<file path="src/rtl/irq_vector_pkg.sv">
// Shared types for the interrupt vectoring unit.
package irq_vector_pkg;
    // Response sequencer states
    typedef enum logic [1:0] {
        SQ_IDLE = 2'd0,
        SQ_VEC  = 2'd1,
        SQ_CAP  = 2'd2,
        SQ_FET  = 2'd3
    } seq_state_t;
endpackage

</file>
<file path="src/rtl/irq_sync.sv">
// Two-stage synchronizer for the active-low request pins.
// Output is active-high. Assumes the pins idle high.
module irq_sync #(
    parameter int NSRC = 4
) (
    input  logic            clk,
    input  logic            rst_n,
    input  logic [NSRC-1:0] pin_n,
    output logic [NSRC-1:0] req
);
    logic [NSRC-1:0] st1_q;
    logic [NSRC-1:0] st2_q;

    for (genvar i = 0; i < NSRC; i++) begin : g_sync
        // Shift the pin through two flops, reset to the idle level
        always_ff @(posedge clk) begin
            if (!rst_n) begin
                st1_q[i] <= 1'b1;
                st2_q[i] <= 1'b1;
            end else begin
                st1_q[i] <= pin_n[i];
                st2_q[i] <= st1_q[i];
            end
        end
        assign req[i] = ~st2_q[i];
    end
endmodule

</file>
<file path="src/rtl/irq_detect.sv">
// Level detector with a one-sample re-arm gap, plus the pending flags.
// A detection sets the flag. A clear request drops the flag unless a
// detection happens on the same edge.
module irq_detect #(
    parameter int NSRC = 4
) (
    input  logic            clk,
    input  logic            rst_n,
    input  logic [NSRC-1:0] req,
    input  logic [NSRC-1:0] clr,
    output logic [NSRC-1:0] pend
);
    logic [NSRC-1:0] hold_q;
    logic [NSRC-1:0] pend_q;

    for (genvar i = 0; i < NSRC; i++) begin : g_det
        logic hit;
        assign hit = req[i] & ~hold_q[i];

        // Track the ignored sample and update the pending flag
        always_ff @(posedge clk) begin
            if (!rst_n) begin
                hold_q[i] <= 1'b0;
                pend_q[i] <= 1'b0;
            end else begin
                hold_q[i] <= hit;
                if (hit) begin
                    pend_q[i] <= 1'b1;
                end else if (clr[i]) begin
                    pend_q[i] <= 1'b0;
                end
            end
        end
    end

    assign pend = pend_q;
endmodule

</file>
<file path="src/rtl/irq_pick.sv">
// Fixed-priority selector: the lowest-numbered candidate wins.
module irq_pick #(
    parameter int NSRC = 4,
    localparam int IDW = (NSRC > 1) ? $clog2(NSRC) : 1
) (
    input  logic [NSRC-1:0] cand,
    output logic            any,
    output logic [IDW-1:0]  win
);
    // Scan from the highest to the lowest index so that the lowest set bit remains
    always_comb begin
        any = 1'b0;
        win = '0;
        for (int i = NSRC - 1; i >= 0; i--) begin
            if (cand[i]) begin
                any = 1'b1;
                win = IDW'(i);
            end
        end
    end
endmodule

</file>
<file path="src/rtl/irq_seq.sv">
// Response sequencer. It accepts a winner at a fetch boundary, reads the
// vector, captures it, then fetches the service routine.
// Assumes the memory returns data on the cycle after the read strobe.
module irq_seq
    import irq_vector_pkg::*;
#(
    parameter int NSRC = 4,
    parameter int ADDR_W = 24,
    parameter int DATA_W = 32,
    parameter logic [ADDR_W-1:0] VEC_BASE = 'h40,
    localparam int IDW = (NSRC > 1) ? $clog2(NSRC) : 1
) (
    input  logic              clk,
    input  logic              rst_n,
    input  logic              gie,
    input  logic              fetch_bnd,
    input  logic              any,
    input  logic [IDW-1:0]    win,
    input  logic [DATA_W-1:0] mem_rdata,
    output logic [ADDR_W-1:0] mem_addr,
    output logic              mem_rd,
    output logic              ack,
    output logic [IDW-1:0]    ack_id,
    output logic [NSRC-1:0]   clr
);
    seq_state_t        state_q;
    logic [IDW-1:0]    id_q;
    logic [ADDR_W-1:0] vec_q;

    // Advance the sequence and hold the winner and the vector
    always_ff @(posedge clk) begin
        if (!rst_n) begin
            state_q <= SQ_IDLE;
            id_q    <= '0;
            vec_q   <= '0;
        end else begin
            case (state_q)
                SQ_IDLE: begin
                    if (fetch_bnd && gie && any) begin
                        id_q    <= win;
                        state_q <= SQ_VEC;
                    end
                end
                SQ_VEC: state_q <= SQ_CAP;
                SQ_CAP: begin
                    vec_q   <= mem_rdata[ADDR_W-1:0];
                    state_q <= SQ_FET;
                end
                default: state_q <= SQ_IDLE;
            endcase
        end
    end

    // Drive the address, strobe and acknowledge for the current state
    always_comb begin
        mem_addr = '0;
        mem_rd   = 1'b0;
        ack      = 1'b0;
        case (state_q)
            SQ_VEC: begin
                mem_addr = VEC_BASE + ADDR_W'(id_q);
                mem_rd   = 1'b1;
            end
            SQ_FET: begin
                mem_addr = vec_q;
                mem_rd   = 1'b1;
                ack      = 1'b1;
            end
            default: ;
        endcase
    end

    assign ack_id = id_q;

    // Clear the winner's flag while its vector is being read
    always_comb begin
        clr = '0;
        if (state_q == SQ_VEC) begin
            clr[id_q] = 1'b1;
        end
    end
endmodule

</file>
<file path="src/rtl/irq_vector_unit.sv">
// Top level: synchronizer, detector, priority selector and sequencer.
// Every register uses the rising edge of clk as the sampling edge.
module irq_vector_unit #(
    parameter int NSRC = 4,
    parameter int ADDR_W = 24,
    parameter int DATA_W = 32,
    parameter logic [ADDR_W-1:0] VEC_BASE = 'h40,
    localparam int IDW = (NSRC > 1) ? $clog2(NSRC) : 1
) (
    input  logic              clk,
    input  logic              rst_n,
    input  logic [NSRC-1:0]   irq_n,
    input  logic              gie,
    input  logic [NSRC-1:0]   int_en,
    input  logic              fetch_bnd,
    input  logic [DATA_W-1:0] mem_rdata,
    output logic [ADDR_W-1:0] mem_addr,
    output logic              mem_rd,
    output logic [NSRC-1:0]   pend,
    output logic              ack,
    output logic [IDW-1:0]    ack_id
);
    logic [NSRC-1:0] req;
    logic [NSRC-1:0] clr;
    logic            any;
    logic [IDW-1:0]  win;

    irq_sync #(.NSRC(NSRC)) u_sync (
        .clk(clk), .rst_n(rst_n), .pin_n(irq_n), .req(req)
    );

    irq_detect #(.NSRC(NSRC)) u_det (
        .clk(clk), .rst_n(rst_n), .req(req), .clr(clr), .pend(pend)
    );

    irq_pick #(.NSRC(NSRC)) u_pick (
        .cand(pend & int_en), .any(any), .win(win)
    );

    irq_seq #(
        .NSRC(NSRC), .ADDR_W(ADDR_W), .DATA_W(DATA_W), .VEC_BASE(VEC_BASE)
    ) u_seq (
        .clk(clk), .rst_n(rst_n), .gie(gie), .fetch_bnd(fetch_bnd),
        .any(any), .win(win), .mem_rdata(mem_rdata),
        .mem_addr(mem_addr), .mem_rd(mem_rd), .ack(ack),
        .ack_id(ack_id), .clr(clr)
    );
endmodule

</file>
<file path="config.mk">
export PLATFORM = sky130hd
export DESIGN_NAME = irq_vector_unit
export DESIGN_NICKNAME = d
export VERILOG_FILES = /design/src/rtl/irq_vector_pkg.sv /design/src/rtl/irq_sync.sv /design/src/rtl/irq_detect.sv /design/src/rtl/irq_pick.sv /design/src/rtl/irq_seq.sv /design/src/rtl/irq_vector_unit.sv
export SDC_FILE = /design/constraint.sdc
export NUM_CORES = 1
export LEC_CHECK = 0
export BUFFER_PORTS_ARGS = -buffer_cell sky130_fd_sc_hd__buf_2
export CAP_MARGIN = 20
export CORE_ASPECT_RATIO = 0.5
export CORE_MARGIN = 3
export CORE_UTILIZATION = 45
export CTS_BUF_LIST = sky130_fd_sc_hd__clkbuf_2 sky130_fd_sc_hd__clkbuf_4 sky130_fd_sc_hd__clkbuf_8
export DETAILED_ROUTE_END_ITERATION = 12
export PLACE_DENSITY = 0.85
export RECOVER_POWER = 50
export SETUP_SLACK_MARGIN = 0.3
export SKIP_LAST_GASP = 1
export SLEW_MARGIN = 20
export SYNTH_ARGS = -nofsm -noshare
export SYNTH_HDL_FRONTEND = slang
export SYNTH_SLANG_ARGS = --single-unit
</file>
<file path="constraint.sdc">
create_clock -name clk -period 1.25 [get_ports clk]
set_input_delay 0.0625 -clock clk [delete_from_list [all_inputs] [get_ports clk]]
set_output_delay 0.0625 -clock clk [all_outputs]
set_load 0.01 [all_outputs]
</file>
=== Word-level counts from Yosys, hierarchy flattened ===
Index checks and enable logic that the tools add are counted.

* Add/sub/neg operators: 1
* Magnitude comparators: 2
* Equality and inequality tests: 4
* Muxes and demuxes: 24
* Bitwise operators: 13
* Reductions and logical operators: 10

{| class="wikitable"
|+ Operators by type and width
! kind !! count
|-
| 24-bit case mux with 2 select lines || 1
|-
| 1-bit 2-to-1 mux || 15
|-
| 2-bit 2-to-1 mux || 5
|-
| 7-bit by 2-bit adder with 8-bit output (first input constant) || 1
|-
| 1-bit inverter || 8
|-
| 2-bit nonzero test || 4
|-
| 2-bit case mux with 3 select lines || 1
|-
| 1-bit AND || 4
|-
| 4-bit AND || 1
|-
| 2-bit == test (second input constant) || 2
|-
| 4-bit 2-to-1 mux || 1
|-
| 1-bit logical AND || 3
|-
| 2-bit by 3-bit less-than comparator with 1-bit output (second input constant) || 1
|-
| 1-bit demux with 2-bit select || 1
|-
| 2-bit by 1-bit == test with 1-bit output (second input constant) || 1
|-
| 2-bit by 1-bit greater-or-equal comparator with 1-bit output (second input constant) || 1
|-
| 2-bit logical NOT || 1
|-
| 2-bit by 1-bit inequality test with 1-bit output (second input constant) || 1
|-
| 2-bit AND reduction || 1
|-
| 2-bit OR reduction || 1
|}

* Register bits after elaboration: 44
* Input port bits: 44
* Output and inout bits: 32

=== Logic depth before layout (Yosys ltp) ===
* Depth after elaboration: 8
* Gate-level depth with buffers: 7

=== Cells and area by module ===
A second synthesis with hierarchy kept.

* Cell total of the unflattened synthesis: 194
* Area, all modules: 1,964.4 um^2

{| class="wikitable"
|+ Modules (own cells, without submodules)
! module !! instances !! cells each !! area an instance (um^2) !! sequential area each (um^2)
|-
| irq_seq || 1 || 138 || 1,355.0 || 560.5
|-
| irq_detect || 1 || 25 || 324.1 || 160.2
|-
| irq_sync || 1 || 20 || 225.2 || 160.2
|-
| irq_pick || 1 || 7 || 35.0 || 0.0
|-
| irq_vector_unit || 1 || 4 || 25.0 || 0.0
|}

=== Worst setup path before layout ===
No wires, ideal clock.

* Kind: register to register
* Start: reg u_seq.state_q[0]
* End: reg u_seq.state_q[0]
* Arrival time: 1.178 ns
* Setup slack: -0.058 ns
* Stages on the path, launching flop included: 7
* Period minus slack after synthesis: 1.308 ns
* Path through: dfxtp_1 -> inv_1 -> ha_1 -> buf_4 -> buf_4 -> o211ai_1 -> o31ai_1

* Longest elaborated chain between the ends: 2
* Elaborated cells on any way between the ends: 5
* Those cells by class: eq/ne (3); mux (1); reduce/logical (1)

{| class="wikitable"
|+ RTL lines
! what !! line !! source
|-
| from (decl) || irq_seq.sv:26 || <nowiki>seq_state_t state_q;</nowiki>
|-
| from (signal assigned) || irq_seq.sv:33 || <nowiki>state_q <= SQ_IDLE;</nowiki>
|-
| from (signal assigned) || irq_seq.sv:41 || <nowiki>state_q <= SQ_VEC;</nowiki>
|-
| from (signal assigned) || irq_seq.sv:44 || <nowiki>SQ_VEC: state_q <= SQ_CAP;</nowiki>
|-
| 2-bit == test, or another cell as far along || irq_seq.sv:37 || <nowiki>case (state_q)</nowiki>
|-
| 2-bit case mux with 3 select lines / 2-bit by 1-bit inequality test with 1-bit output (equally long branches) || -- ||
|}

Parallel ways exist; a longest one is shown, timed or not.
A chain may end at the register's enable or synchronous reset.

=== Final worst setup path ===
* Start: reg u_seq.state_q[0]
* End: reg u_seq.vec_q[11]

* Longest elaborated chain between the ends: 1

{| class="wikitable"
|+ RTL lines
! what !! line !! source
|-
| 2-bit == test || irq_seq.sv:37 ||
|-
| to (signal assigned) || irq_seq.sv:46 || <nowiki>vec_q <= mem_rdata[ADDR_W-1:0];</nowiki>
|-
| to (decl) || irq_seq.sv:28 || <nowiki>logic [ADDR_W-1:0] vec_q;</nowiki>
|}

No other way between the ends.

==> summary.txt <==
status: complete, but fails checks
failing checks: negative setup slack
R2R Setup Slk: -200 ps
Total GRT Usage: 20.7%
clock sink count: 44
die height: 51.7 µm
Worst-path clk slew: 80 ps
Mapped Area: 1880 µm²
nets@finish: 319
Vias: 1,680
clock power share: 36.8%
Antenna Nets Post-Route: 0
final WL: 5440 µm
CTS Buffer Depth: 2
num rows: 15
endpoints failing hold: 0
power per cell area: 1010 nW/µm²
dpl hpwl: 2980 µm
final setup fails: 57
max-cap viol count: 0
pre-CTS WS: -38.4 ps
Fin Setup TNS: -6860 ps
syn avg cell area: 10.2 µm²
Req. time, crit path: 1440 ps
min Tclk post-route: 1450 ps
HP Class: in2reg
RSZ-0062 raised after global routing: yes
Pins Over Slew Limit: 0
first-pass GRT wire length: 8180 µm
P_sw: 0.690 mW
sequential cell fraction of total power: 49.7%
number of global-route vias before repair: 1,760
leak pwr: 1.21 nW
Distinct cells, synth: 30
r2r endpoint: u_seq.vec_q[11]$_SDFFE_PN0N_
Placed Instances: 294
CTS tree: built
crit path capture: u_seq.vec_q[11]$_SDFFE_PN0N_
skew final: 7.78 ps
Critical Path End Type: flip-flop
Num CTS Buffers: 5
setup slack after layout: -201 ps
drt initial violations: 76
placed inst area: 2370 µm²
Critical Path AT: 1640 ps
Area Overhead vs Synth: 57.2%
GRT Residual Overflow: 0
crit start category: flip-flop
sequential-to-total area share from yosys stat: 47.0%
DRC: 0
Filler Cell Count: 238
design area: 2950 µm²
Sw Ratio: 23.2%
die area: 5030 µm²
initial antenna violation count: 0
initial core utilization: 50.5%
Placeable Area: 3720 µm²
Final Wtd Congestion: 0.805
post-synthesis cell count: 183
Synth Net Count: 231
Internal: 2.28 mW
Root Buffer: clkbuf_8
share of cells above drive strength 1: 53.3%
relative slew slack: 63.8%
Worst setup startpoint: u_seq.state_q[0]$_SDFFE_PN0P_
drt pass-1 iters: 4
ANT cells: 0
highest clock rate: 689 MHz
register bit count reported by yosys: 44
Final Cycle Share: 116%
H-tree Lvls: 2
clock latency on the worst-skew pair: 300 ps
Worst Max-Slew Pin Slew: 542 ps
maximum vdd drop: 0.764 mV
commonest non-fill, non-tap cell in the layout: buf_2
Gate power share: 13.4%
Vias/cell: 5.20
Reg2Reg Depth: 7
most frequent cells in the layout: buf_2, dfxtp_1, nor2b_1
# IOs: 76
path type of the worst setup path: reg2reg
Die Width: 97.3 µm
Crit Path Max Fanout: 7
Yosys warnings: 0
Non-Filler Instances: 323
wire length per cell: 16.9 µm
R2R Path Start: u_seq.state_q[0]$_SDFFE_PN0P_
IO Port Bufs: 67
largest net degree at the start of global routing: 32
-- what timing repair did --
action,CTS,global route
gates resized for setup,38,15
hold buffers,4,0
cloned,3,0
setup endpoints to repair,62,61
buffers inserted,8,6
pin swaps,9,6
endpoints found under the hold margin,4,0
-- registers in the layout, summed over array words and instances (netlist names) --
| name | count |
|---|---|
| u_seq.vec_q | 24 |
| u_det.hold_q | 4 |
| u_det.pend | 4 |
| u_sync.st1_q | 4 |
| u_sync.st2_q | 4 |
| u_seq.ack_id | 2 |
| u_seq.state_q | 2 |
-- logic make-up after synthesis --
group                    count (synthesis)  synth area share [%]
buffers and inverters                   15                  3.74
flip-flops                              44                  47.0
multiplexers                            24                  12.8
AND/OR/NAND/NOR                         75                  24.1
AO/OA/AOI/OAI                           21                  9.74
adder cells (fa/ha/maj)                  4                  2.67
-- how the worst min path moves through the flow --
stage                     depth (start not counted)    startpoint                          end  slack [ps]
after global routing                              3  mem_rdata[9]  u_seq.vec_q[9]$_SDFFE_PN0N_          30
final                                             3  mem_rdata[9]  u_seq.vec_q[9]$_SDFFE_PN0N_          20
after floorplan                                   1      irq_n[0]   u_sync.st1_q[0]$_SDFF_PN1_         160
after global placement                            2      irq_n[3]   u_sync.st1_q[3]$_SDFF_PN1_         240
after CTS                                         3  mem_rdata[9]  u_seq.vec_q[9]$_SDFFE_PN0N_          30
after detailed placement                          2      irq_n[2]   u_sync.st1_q[2]$_SDFF_PN1_         250
-- power groups by stage --
stage               clock [mW]  combinational (mW)  sequential (mW)
floorplan                    0               0.173             1.51
global placement             0               0.267             1.51
detailed placement           0               0.280             1.51
CTS                       1.10               0.349             1.48
global route              1.18               0.429             1.48
finish                    1.10               0.400             1.48
-- cells in the mapped netlist --
library cell,count,area [µm²]
a22oi_1,1,7.51
a21o_1,1,7.51
nand2_1,7,26.3
o21ai_0,3,15.0
dfxtp_1,44,881
or2_2,1,6.26
nor2b_1,25,156
a32oi_1,1,8.76
nand4_1,1,6.26
nand3_1,2,10.0
buf_2,2,10.0
o41ai_1,1,8.76
mux2i_1,24,240
and3_1,1,6.26
nand3b_1,2,15.0
inv_1,3,11.3
buf_4,3,22.5
o211ai_1,3,22.5
nor2_1,2,7.51
ha_1,4,50.1
o31ai_1,1,7.51
o311ai_1,1,8.76
nand2b_1,9,56.3
a41oi_1,1,8.76
a221oi_4,1,26.3
and2_1,21,131
nor3b_1,4,30.0
a31o_2,4,35.0
a22o_1,3,26.3
clkbuf_1,7,26.3
-- per-stage QoR --
stage	utilization [%]	hold slack, ps	power [mW]
2_1_floorplan	-	164	1.68
3_3_place_gp	63.7	241	1.77
3_5_place_dp	63.7	246	1.79
4_1_cts	76.3	25.2	2.93
5_1_grt	79.4	35.0	3.09
6_report	79.4	23.5	2.97
-- final cells by class --
class                      instances  area (µm²)  share of cell area (%)
multi-input combinational        124        1080                    36.7
timing repair buffer              93         774                    26.3
clock buffer                       6        76.3                    2.59
clock inverter                     2        35.0                    1.19
inverter                           3        16.3                   0.552
tap                               51        63.8                    2.16
sequential                        44         901                    30.5
-- worst max-delay path, cell delays in order (launching register included) --
cell and delay, ps:
dfxtp_4 370, buf_4 150, inv_4 70, ha_4 180
buf_6 120, buf_16 130, mux2i_1 240, nor2b_1 80
-- per-layer routing --
metal	track usage, %	share of wire, %	up-vias
met5	0	0	-
met4	11.0	3.7	0
met3	6.29	6.0	18
met2	37.4	49	74
met1	22.5	41	792
li1	-	-	796
(Power assumes the default switching activity.)
